$ cat config.mk
export PLATFORM = sky130hd
export DESIGN_NAME = flash_erase_seq
export DESIGN_NICKNAME = d
export VERILOG_FILES = /design/src/rtl/fes_pkg.sv /design/src/rtl/fes_datapath.sv /design/src/rtl/fes_control.sv /design/src/rtl/flash_erase_seq.sv
export SDC_FILE = /design/constraint.sdc
export NUM_CORES = 1
export LEC_CHECK = 0
export ABC_AREA = 0
export BUFFER_PORTS_ARGS = -buffer_cell sky130_fd_sc_hd__buf_2
export CAP_MARGIN = 20
export CORE_ASPECT_RATIO = 1.25
export CORE_MARGIN = 8
export CORE_UTILIZATION = 51
export DETAILED_ROUTE_END_ITERATION = 8
export GPL_TIMING_DRIVEN = 0
export PLACE_DENSITY = 0.72
export SLEW_MARGIN = 25
export SYNTH_ARGS = -nofsm -noshare
export SYNTH_HDL_FRONTEND = slang
export SYNTH_SLANG_ARGS = --single-unit
$ cat constraint.sdc
create_clock -name clk -period 2.7 [get_ports clk]
set_input_delay 0 -clock clk [delete_from_list [all_inputs] [get_ports clk]]
set_output_delay 0 -clock clk [all_outputs]
set_load 0.01 [all_outputs]
$ cat src/rtl/fes_pkg.sv
package fes_pkg;

  typedef enum logic [3:0] {
    S_IDLE, S_SWE, S_ARM, S_SETUP, S_PULSE, S_HOLD, S_SUCLR,
    S_VSET, S_DWR, S_DWAIT, S_READ, S_VCLR_OK, S_VCLR_BAD
  } seqState_e;

  typedef enum logic [2:0] {
    W_SWE, W_SETUP, W_PULSE, W_HOLD, W_SUCLR, W_VSET, W_DWAIT, W_VCLR
  } waitSel_e;

  typedef struct packed {
    logic     loadWait;
    waitSel_e waitSel;
    logic     latchBlk;
    logic     rewind;
    logic     nextAddr;
    logic     incTry;
  } ctlStrobe_t;

endpackage

$ cat src/rtl/fes_datapath.sv
module fes_datapath
  import fes_pkg::*;
#(
  parameter int ADDR_W  = 16,
  parameter int DATA_W  = 16,
  parameter int SEL_W   = 8,
  parameter int CNT_W   = 20,
  parameter int T_SWE   = 10,
  parameter int T_SETUP = 20,
  parameter int T_PULSE = 1000,
  parameter int T_HOLD  = 10,
  parameter int T_SUCLR = 10,
  parameter int T_VSET  = 6,
  parameter int T_DWAIT = 2,
  parameter int T_VCLR  = 4,
  parameter int MAX_TRY = 100
) (
  input  logic              clk,
  input  logic              rst_n,
  input  ctlStrobe_t        stb,
  input  logic              busy,
  input  logic [SEL_W-1:0]  blockSel,
  input  logic [ADDR_W-1:0] blkStart,
  input  logic [ADDR_W-1:0] blkEnd,
  input  logic [DATA_W-1:0] memRdata,
  output logic              selOk,
  output logic              waitDone,
  output logic              lastWord,
  output logic              wordErased,
  output logic              tryLast,
  output logic [SEL_W-1:0]  selOut,
  output logic [ADDR_W-1:0] memAddr
);

  localparam int TRY_W = $clog2(MAX_TRY + 1) + 1;
  localparam logic [ADDR_W-1:0] WORD_STEP = ADDR_W'(DATA_W / 8);

  logic [CNT_W-1:0]  waitCnt;
  logic [CNT_W-1:0]  loadVal;
  logic [ADDR_W-1:0] startReg;
  logic [ADDR_W-1:0] lastReg;
  logic [SEL_W-1:0]  selReg;
  logic [TRY_W-1:0]  tryCnt;

  assign selOk = (blockSel != '0) && ((blockSel & (blockSel - SEL_W'(1))) == '0);

  always_comb begin
    unique case (stb.waitSel)
      W_SWE:   loadVal = CNT_W'(T_SWE - 1);
      W_SETUP: loadVal = CNT_W'(T_SETUP - 1);
      W_PULSE: loadVal = CNT_W'(T_PULSE - 1);
      W_HOLD:  loadVal = CNT_W'(T_HOLD - 1);
      W_SUCLR: loadVal = CNT_W'(T_SUCLR - 1);
      W_VSET:  loadVal = CNT_W'(T_VSET - 1);
      W_DWAIT: loadVal = CNT_W'(T_DWAIT - 1);
      default: loadVal = CNT_W'(T_VCLR - 1);
    endcase
  end

  always_ff @(posedge clk or negedge rst_n) begin
    if (!rst_n) begin
      waitCnt <= '0;
    end else if (stb.loadWait) begin
      waitCnt <= loadVal;
    end else if (waitCnt != '0) begin
      waitCnt <= waitCnt - CNT_W'(1);
    end
  end

  assign waitDone = (waitCnt == '0);

  always_ff @(posedge clk or negedge rst_n) begin
    if (!rst_n) begin
      startReg <= '0;
      lastReg  <= '0;
      selReg   <= '0;
    end else if (stb.latchBlk) begin
      startReg <= blkStart;
      lastReg  <= blkEnd - WORD_STEP;
      selReg   <= blockSel;
    end
  end

  always_ff @(posedge clk or negedge rst_n) begin
    if (!rst_n) begin
      memAddr <= '0;
    end else if (stb.rewind) begin
      memAddr <= startReg;
    end else if (stb.nextAddr) begin
      memAddr <= memAddr + WORD_STEP;
    end
  end

  always_ff @(posedge clk or negedge rst_n) begin
    if (!rst_n) begin
      tryCnt <= TRY_W'(1);
    end else if (stb.latchBlk) begin
      tryCnt <= TRY_W'(1);
    end else if (stb.incTry) begin
      tryCnt <= tryCnt + TRY_W'(1);
    end
  end

  assign tryLast    = (tryCnt >= TRY_W'(MAX_TRY));
  assign lastWord   = (memAddr == lastReg);
  assign wordErased = (memRdata == {DATA_W{1'b1}});
  assign selOut     = busy ? selReg : '0;

endmodule

$ cat src/rtl/fes_control.sv
module fes_control
  import fes_pkg::*;
(
  input  logic       clk,
  input  logic       rst_n,
  input  logic       startReq,
  input  logic       selOk,
  input  logic       waitDone,
  input  logic       lastWord,
  input  logic       wordErased,
  input  logic       tryLast,
  output ctlStrobe_t stb,
  output logic       swEnable,
  output logic       eraseSetup,
  output logic       eraseOn,
  output logic       eraseVerify,
  output logic       wdtEnable,
  output logic       memWr,
  output logic       memRd,
  output logic       busy,
  output logic       done,
  output logic       fail
);

  seqState_e state, stateNxt;
  logic doneSet, failSet;

  always_comb begin
    stateNxt = state;
    stb      = '{loadWait: 1'b0, waitSel: W_SWE, latchBlk: 1'b0,
                 rewind: 1'b0, nextAddr: 1'b0, incTry: 1'b0};
    doneSet  = 1'b0;
    failSet  = 1'b0;
    unique case (state)
      S_IDLE: if (startReq && selOk) begin
        stateNxt     = S_SWE;
        stb.loadWait = 1'b1;
        stb.waitSel  = W_SWE;
        stb.latchBlk = 1'b1;
      end
      S_SWE: if (waitDone) stateNxt = S_ARM;
      S_ARM: begin
        stateNxt     = S_SETUP;
        stb.loadWait = 1'b1;
        stb.waitSel  = W_SETUP;
      end
      S_SETUP: if (waitDone) begin
        stateNxt     = S_PULSE;
        stb.loadWait = 1'b1;
        stb.waitSel  = W_PULSE;
      end
      S_PULSE: if (waitDone) begin
        stateNxt     = S_HOLD;
        stb.loadWait = 1'b1;
        stb.waitSel  = W_HOLD;
      end
      S_HOLD: if (waitDone) begin
        stateNxt     = S_SUCLR;
        stb.loadWait = 1'b1;
        stb.waitSel  = W_SUCLR;
      end
      S_SUCLR: if (waitDone) begin
        stateNxt     = S_VSET;
        stb.loadWait = 1'b1;
        stb.waitSel  = W_VSET;
        stb.rewind   = 1'b1;
      end
      S_VSET: if (waitDone) stateNxt = S_DWR;
      S_DWR: begin
        stateNxt     = S_DWAIT;
        stb.loadWait = 1'b1;
        stb.waitSel  = W_DWAIT;
      end
      S_DWAIT: if (waitDone) stateNxt = S_READ;
      S_READ: begin
        stb.waitSel = W_VCLR;
        if (!wordErased) begin
          stateNxt     = S_VCLR_BAD;
          stb.loadWait = 1'b1;
        end else if (lastWord) begin
          stateNxt     = S_VCLR_OK;
          stb.loadWait = 1'b1;
        end else begin
          stateNxt     = S_DWR;
          stb.nextAddr = 1'b1;
        end
      end
      S_VCLR_OK: if (waitDone) begin
        stateNxt = S_IDLE;
        doneSet  = 1'b1;
      end
      S_VCLR_BAD: if (waitDone) begin
        if (tryLast) begin
          stateNxt = S_IDLE;
          failSet  = 1'b1;
        end else begin
          stateNxt   = S_ARM;
          stb.incTry = 1'b1;
        end
      end
      default: stateNxt = S_IDLE;
    endcase
  end

  always_ff @(posedge clk or negedge rst_n) begin
    if (!rst_n) begin
      state <= S_IDLE;
      done  <= 1'b0;
      fail  <= 1'b0;
    end else begin
      state <= stateNxt;
      done  <= doneSet;
      fail  <= failSet;
    end
  end

  assign busy        = (state != S_IDLE);
  assign swEnable    = busy;
  assign wdtEnable   = (state == S_ARM) || (state == S_SETUP) || (state == S_PULSE) ||
                       (state == S_HOLD) || (state == S_SUCLR);
  assign eraseSetup  = (state == S_SETUP) || (state == S_PULSE) || (state == S_HOLD);
  assign eraseOn     = (state == S_PULSE);
  assign eraseVerify = (state == S_VSET) || (state == S_DWR) || (state == S_DWAIT) ||
                       (state == S_READ);
  assign memWr       = (state == S_DWR);
  assign memRd       = (state == S_READ);

endmodule

$ cat src/rtl/flash_erase_seq.sv
module flash_erase_seq
  import fes_pkg::*;
#(
  parameter int ADDR_W  = 16,
  parameter int DATA_W  = 16,
  parameter int SEL_W   = 8,
  parameter int CNT_W   = 20,
  parameter int T_SWE   = 10,
  parameter int T_SETUP = 20,
  parameter int T_PULSE = 1000,
  parameter int T_HOLD  = 10,
  parameter int T_SUCLR = 10,
  parameter int T_VSET  = 6,
  parameter int T_DWAIT = 2,
  parameter int T_VCLR  = 4,
  parameter int MAX_TRY = 100
) (
  input  logic              clk,
  input  logic              rst_n,
  input  logic              startReq,
  input  logic [SEL_W-1:0]  blockSel,
  input  logic [ADDR_W-1:0] blkStart,
  input  logic [ADDR_W-1:0] blkEnd,
  input  logic [DATA_W-1:0] memRdata,
  output logic              swEnable,
  output logic              eraseSetup,
  output logic              eraseOn,
  output logic              eraseVerify,
  output logic              wdtEnable,
  output logic [SEL_W-1:0]  selOut,
  output logic              memWr,
  output logic              memRd,
  output logic [ADDR_W-1:0] memAddr,
  output logic [DATA_W-1:0] memWdata,
  output logic              busy,
  output logic              done,
  output logic              fail
);

  ctlStrobe_t stb;
  logic selOk, waitDone, lastWord, wordErased, tryLast;

  assign memWdata = DATA_W'(8'hFF);

  fes_control ctl_i (
    .clk(clk), .rst_n(rst_n), .startReq(startReq), .selOk(selOk),
    .waitDone(waitDone), .lastWord(lastWord), .wordErased(wordErased),
    .tryLast(tryLast), .stb(stb), .swEnable(swEnable), .eraseSetup(eraseSetup),
    .eraseOn(eraseOn), .eraseVerify(eraseVerify), .wdtEnable(wdtEnable),
    .memWr(memWr), .memRd(memRd), .busy(busy), .done(done), .fail(fail)
  );

  fes_datapath #(
    .ADDR_W(ADDR_W), .DATA_W(DATA_W), .SEL_W(SEL_W), .CNT_W(CNT_W),
    .T_SWE(T_SWE), .T_SETUP(T_SETUP), .T_PULSE(T_PULSE), .T_HOLD(T_HOLD),
    .T_SUCLR(T_SUCLR), .T_VSET(T_VSET), .T_DWAIT(T_DWAIT), .T_VCLR(T_VCLR),
    .MAX_TRY(MAX_TRY)
  ) dp_i (
    .clk(clk), .rst_n(rst_n), .stb(stb), .busy(busy), .blockSel(blockSel),
    .blkStart(blkStart), .blkEnd(blkEnd), .memRdata(memRdata), .selOk(selOk),
    .waitDone(waitDone), .lastWord(lastWord), .wordErased(wordErased),
    .tryLast(tryLast), .selOut(selOut), .memAddr(memAddr)
  );

endmodule

==> results.md, run 1 <==
- Cells after DPL: between 700 and 800
- Clock transition at the registers of the reported paths: around 60 ps
- Max-capacitance violation count: 0
- WP data required: slightly below 3000 ps
- Fin. Hold Viols: 0
- RSZ-0062 raised after global routing: yes
- Initial antenna violation count: 0
- Routed len/inst: ~15 µm
- Filler cells: 779
- Post-synth EDFFs: 0
- Share of the yosys chip area belonging to registers: a little under half
- Drt first pass iters: 4
- Area of the multi-input gates: between 2000 and 3000 µm²
- Die height: about 130 µm
- RR Startpoint: dp_i.waitCnt[12]
- WHS Path Cells: 3
- Data arrival, critical path: 2810 ps
- RD Place Congestion: around 0.85
- CTS tree: done
- Lkg Pwr: just under 3 nW
- Dpl hpwl: between 8000 and 9000 µm
- Element type at the critical path end: flop
- Register cell area after layout: ~2300 µm²
- Die span in x: 104 µm
- IO Pins: approximately 110
- Core footprint: 9560 µm²
- Worst Hold Launch: blkEnd[4]
- Overflow after GRT: 0
- Vias per inst: between 5 and 6
- Clock Latency Late Sink: approximately 340 ps
- Fin. max-slew vios: 0
- Main synth FF type: dfrtp_1
- Pwr Total: around 6 mW
- N_diodes: 0
- Max frequency: between 0.3 and 0.4 GHz
- H-tree level count: 3
- Largest net degree at the start of global routing: 71
- CP max FO: 10
- Ys async rst share: 100%
- Vias in the first global route: approximately 4,400
- Max-slew headroom: between 50% and 60%
- Fin crit period: approximately 2600 ps
- Mean post-synth cell area: 9.58 µm²
- Total GRT Usage: a little under a fifth
- Worst setup SP type: input port
- Initial DRC count: 142
- Finish-stage setup viols: 0
- Buffers on Ports: slightly above 90
- Largest cells by area after synthesis: dfrtp_1, xnor2_1, mux2_2
- Worst Tran Pin Value: about 670 ps
- FF-to-FF path depth: 9
- Die area: about 13,000 µm²
- Total Wirelength: 12,100 µm
- CP Class: input port to flop
- Fin cells: between 800 and 900
- Clock buffer depth: 2
- # clock sinks: 90
- TritonCTS Buffers: 9
- Root Driver: clkbuf_16
- Starting density of the core: a little over half
- Leading area contributor after synthesis: dfrtp_1
- Routed vias: around 4,300
- Post-Synthesis Cells: around 520
- Final Net Count: between 700 and 800
- Period utilization: 96.0%
- Synth unique cells: 51
- Worst VDD drop: roughly 0.00042 V
- Synthesis-to-layout area growth: 29.4%
- Run status: complete, no violations
- #FFs+latches synth: 90
- Synth top area share: approximately 45%
- Global-route wire length before repair: just over 20,000 µm
- Final Skew: between 3 and 4 ps
- PwrDens: 942 nW/µm²
- Worst setup path start: blockSel[1]
- Synthesized area: ~5000 µm²
- Worst hold path class: input port to flop
- Yosys warnings: 0
- Fraction of layout cells with a size suffix above 1: 27.5%
- # DRC: 0
- Site Rows: 40
- Antenna viol nets, final: 0
==> where the power goes <==
group / internal, mW / switching (mW) / total (mW)
sequential: 1.77 / 0.452 / 2.22
clock: 0.856 / 0.504 / 1.36
combinational: 1.19 / 1.29 / 2.48
total: 3.81 / 2.25 / 6.06
==> area by class of cell <==
| cell class | instances | area share, % |
|---|---|---|
| Multi-Input combinational cell | 395 | 40.0 |
| Sequential cell | 90 | 35.0 |
| Timing Repair Buffer | 128 | 13.1 |
| Clock buffer | 11 | 3.93 |
| Buffer | 37 | 3.74 |
| Tap cell | 126 | 2.45 |
| Clock inverter | 4 | 1.17 |
| Inverter | 11 | 0.642 |
==> logic make-up (layout without fill, tap and decap cells) <==
| logic type | after synthesis | in the layout | synth area share (%) |
|---|---|---|---|
| buf+inv | 48 | 191 | 5.61 |
| flops | 90 | 90 | 45.3 |
| mux | 32 | 32 | 7.32 |
| xor+xnor | 59 | 59 | 10.4 |
| simple gates | 207 | 207 | 20.8 |
| fa+ha+maj | 7 | 7 | 1.71 |
| compound gates | 74 | 74 | 8.66 |
| other cells | 2 | 16 | 0.151 |
==> critical path: stages <==
cell           delay, ps
dlygate4sd3_1        530
buf_2                140
or4_4                570
nor4_2               300
a211oi_2              80
a21oi_1              270
and2_1               170
clkbuf_2             170
buf_4                220
mux2_2               360
==> cell usage in the layout, fill, tap and decap left out, drive strengths merged, types with 3 or more instances in the layout <==
cell type      n
clkbuf        22
and2          13
mux2i          3
mux2          29
nor2          59
xnor2         45
o21ai         26
nand3         14
inv           11
ha             6
or3            7
and3          10
nor3          17
conb          16
or4            6
buf          121
dfrtp         89
a21oi         27
nand4         13
xor2          14
o31ai          3
nor4          12
a31oi          4
dlygate4sd3   33
nand2b        10
nand2         41
==> through the flow <==
step	hold WS, ps	worst slack (ps)	area (µm²)	setup TNS [ps]	utilization (%)
final	20.1	107	6430	0	67.3
after global placement	233	-38.9	5640	-320	59.0
after detailed placement	-138	-96.7	5680	-739	59.4
after floorplan	-296	267	5020	0	-
after global routing	45.9	6.32	6430	0	67.3
after CTS	7.57	4.22	6350	0	66.4
==> timing repair <==
item,CTS,global route
pin swaps,0,1
buffers inserted,0,2
hold buffers,33,0
resized for setup,3,14
setup endpoints to repair,16,60
hold endpoints to repair,122,0
==> registers in the layout, indices dropped and copies added, names as in the netlist <==
register,cells
ctl_i.done,1
ctl_i.fail,1
ctl_i.state,4
dp_i.lastReg,16
dp_i.memAddr,16
dp_i.selReg,8
dp_i.startReg,16
dp_i.tryCnt,8
dp_i.waitCnt,20
==> synthesized netlist by cell type (3+ instances only) <==
| cell type | n |
|---|---|
| clkbuf_1 | 10 |
| and3_1 | 10 |
| and2_1 | 13 |
| mux2_2 | 27 |
| o31ai_1 | 3 |
| inv_1 | 10 |
| nand2_1 | 41 |
| a31oi_1 | 4 |
| dfrtp_1 | 89 |
| nor2_1 | 59 |
| buf_2 | 3 |
| buf_4 | 21 |
| nand3_1 | 14 |
| nor4_1 | 12 |
| xnor2_1 | 45 |
| or3_1 | 7 |
| or4_1 | 5 |
| ha_1 | 6 |
| nand2b_1 | 10 |
| a21oi_1 | 27 |
| mux2i_1 | 3 |
| nand4_1 | 13 |
| xor2_1 | 14 |
| nor3_1 | 16 |
| o21ai_0 | 24 |
==> path summary, 6_finish.rpt <==
| path | endpoint | slack, ps |
|---|---|---|
| worst max-delay path | dp_i.startReg[8] | 110 |
| worst min register to register | dp_i.memAddr[4] | 490 |
| max in group asynchronous | dp_i.lastReg[13] | 2020 |
| min in group asynchronous | dp_i.waitCnt[6] | 80 |
| worst min-delay path | dp_i.lastReg[4] | 20 |
| worst max register to register | dp_i.waitCnt[1] | 150 |
==> routing by layer <==
| layer | vias to the layer above | GRT usage, % | part of all wire [%] |
|---|---|---|---|
| li1 | 2082 | - | - |
| met1 | 2037 | 20.9 | 41 |
| met2 | 118 | 33.5 | 52 |
| met3 | 28 | 3.90 | 4.2 |
| met4 | 0 | 7.86 | 2.4 |
| met5 | - | 0 | 0 |
No activity file was read; power rests on OpenSTA's default activity.
==> inputs of run 2 (changes only) <==
--- a/config.mk
+++ b/config.mk
@@ -10,10 +10,10 @@
 export CAP_MARGIN = 20
 export CORE_ASPECT_RATIO = 1.25
 export CORE_MARGIN = 8
-export CORE_UTILIZATION = 51
+export CORE_UTILIZATION = 55
 export DETAILED_ROUTE_END_ITERATION = 8
 export GPL_TIMING_DRIVEN = 0
-export PLACE_DENSITY = 0.72
+export PLACE_DENSITY = 0.77
 export SLEW_MARGIN = 25
 export SYNTH_ARGS = -nofsm -noshare
 export SYNTH_HDL_FRONTEND = slang
==> run 2 against run 1 <==
Against the previous run: cell count is 0.62% lower; critical path depth fell by 1; setup slack improved by 22 ps; worst hold slack got worse by 5.4 ps; routed wire length is essentially flat; die area shrank 6.3%; combinational power down 2%; register-to-register slack got worse by 20 ps; sequential power is essentially flat.
==> results.md, run 2 (same netlist as run 1, synthesis figures left out) <==
- Run status: complete, no violations
- WL met1: between 4000 and 5000 µm
- Die span in x: 101 µm
- Met3 routed WL: 451 µm
- Largest net degree at the start of global routing: 69
- Global-route wire length before repair: 20,600 µm
- Worst Tran Pin Value: ~700 ps
- Drt first pass iters: 4
- CP max FO: 10
- Worst VDD drop: approximately 0.00052 V
- Fin crit period: 2570 ps
- Setup ws final: ~130 ps
- Int Pwr: 3.60 mW
- CP max stage delay: 580 ps
- Post-Place Setup Slack: -105 ps
- Max frequency: about 0.39 GHz
- Synthesis-to-layout area growth: 27.4%
- IO Pins: between 100 and 150
- Crit-path cells: or4_4 -> nor4_2 -> and3_1 -> buf_4 -> nand2_2 -> o21ai_1 -> or3_1 -> buf_4 -> mux2_4
- FF-to-FF path depth: 9
- WP data required: roughly 3000 ps
- DR top layer: met4
- Clock buffer depth: 2
- Element type at the critical path end: flop
- Fin. max-slew vios: 0
- Die area: about 12,000 µm²
- Most frequent cells in the layout: buf_2, dfrtp_1, nor2_1
- Vias in the first global route: roughly 4,400
- Total GRT Usage: roughly a fifth
- Commonest non-fill, non-tap cell in the layout: buf_2
- Total Wirelength: 12,100 µm
- Site Rows: 39
- Data arrival, critical path: between 2000 and 3000 ps
- Comb power frac: 42.1%
- Switching portion of total power: 37.8%
- Root Driver: clkbuf_16
- Buffers on Ports: 92
- Final Skew: between 7 and 8 ps
- DP Area: between 5000 and 6000 µm²
- Worst hold path class: input port to flop
- # DRC: 0
- Seq pwr share: roughly two fifths
- Lkg Pwr: slightly below 3 nW
- Max-capacitance violation count: 0
- Vias per inst: around 5.3
- Overflow after GRT: 0
- Clock transition at the registers of the reported paths: roughly 60 ps
- Fraction of layout cells with a size suffix above 1: a little over a quarter
- Core footprint: roughly 9000 µm²
- # clock sinks: 90
- Max-slew headroom: between 50 and 60%
- RD Place Congestion: approximately 0.87
- Worst setup SP type: flop
- Finish-stage setup viols: 0
- H-tree level count: 3
- Routed len/inst: 15.2 µm
- Crit-path slowest cell: or4_4
- Number of flip-flops under the largest register name: 20
- Setup bufs post-CTS: 0
- Cells after DPL: about 750
- TritonCTS Buffers: 9
- WHS Path Cells: 3
- Die height: 122 µm
- CP Class: flop to flop
- Starting density of the core: between 50 and 60%
- Antenna viol nets, final: 0
- Final Net Count: 734
- PwrDens: approximately 900 nW/µm²
- Reg with most FFs: dp_i.waitCnt
- RSZ-0062 raised after global routing: no
- Filler cells: between 700 and 800
- Switching power: 2.19 mW
- Fin. Hold Viols: 0
- Fin cells: approximately 800
- Initial DRC count: roughly 180
- Clock share of power: between 10% and 20%
- Routed vias: between 4,000 and 5,000
- Initial antenna violation count: 0
- Setup TNS: 0 ps
- Met2 wire length: about 6500 µm
- Most common cell on crit path: buf_4
- Dpl hpwl: about 8800 µm
- Final Cell Area: approximately 6300 µm²
- Period utilization: 95.2%
- Clock Latency Late Sink: about 340 ps
- CTS tree: done
[run 2: changes by cell type in the layout (fill, tap and decap cells not counted), sizes merged]
cell         before  now
buf             121  118
clkinv            0    3
bufinv            2    0
clkbuf           22   24
clkinvlp          2    0
diode             0    1
dlygate4sd3      33   32
[run 2: through the flow]
stage          power, mW  hold slack [ps]  utilization (%)
4_1_cts             5.74             8.48             70.0
5_1_grt             6.20             31.7             70.5
3_3_place_gp        4.40              232             62.8
6_report            5.79             14.8             70.5
2_1_floorplan       3.83             -296                -
3_5_place_dp        4.51             -133             63.2
[run 2: cell type report]
type                       instances  area [µm²]  share of cell area (%)
sequential                        90        2250                    35.6
antenna                            1        2.50                  0.0395
clock buffer                      12         256                    4.05
buffer                            37         243                    3.83
tap                              123         154                    2.43
inverter                          11        41.3                   0.652
clock inverter                     3        15.0                   0.237
timing repair buffer             125         815                    12.9
multi-input combinational        395        2550                    40.3
[run 2: power by group through the flow]
stage | combinational, mW | sequential [mW] | clock, mW
2_1_floorplan | 1.69 | 2.14 | 0
3_3_place_gp | 2.22 | 2.18 | 0
3_5_place_dp | 2.30 | 2.20 | 0
4_1_cts | 2.39 | 2.19 | 1.16
5_1_grt | 2.72 | 2.27 | 1.21
6_report | 2.43 | 2.21 | 1.14
[run 2: final timing paths]
| kind | start | end | slack, ps |
|---|---|---|---|
| worst max-delay path | dp_i.waitCnt[12] | dp_i.waitCnt[3] | 130 |
| worst min-delay path | blkEnd[6] | dp_i.lastReg[6] | 10 |
| worst max register to register | dp_i.waitCnt[12] | dp_i.waitCnt[3] | 130 |
| worst min register to register | dp_i.startReg[8] | dp_i.memAddr[8] | 490 |
| max in group asynchronous | rst_n | dp_i.memAddr[15] | 2030 |
| min in group asynchronous | rst_n | dp_i.waitCnt[7] | 90 |
[run 2: critical path: cells and delay by family, from the launching register on]
kind	cells	cell delay, ps
simple gates	5	1240
compound gates	1	170
mux	1	300
flops	1	440
buf+inv	2	310
[run 2: timing repair]
action,CTS,global route
endpoints found under the setup margin,16,50
gates resized for setup,3,14
hold endpoints to repair,121,0
gates cloned,0,0
hold buffers,32,0
[run 2: per-layer routing]
layer	vias up	global-route usage (%)
li1	2074	-
met1	2059	23.6
met2	95	37.3
met3	20	3.06
met4	0	9.34
met5	-	0
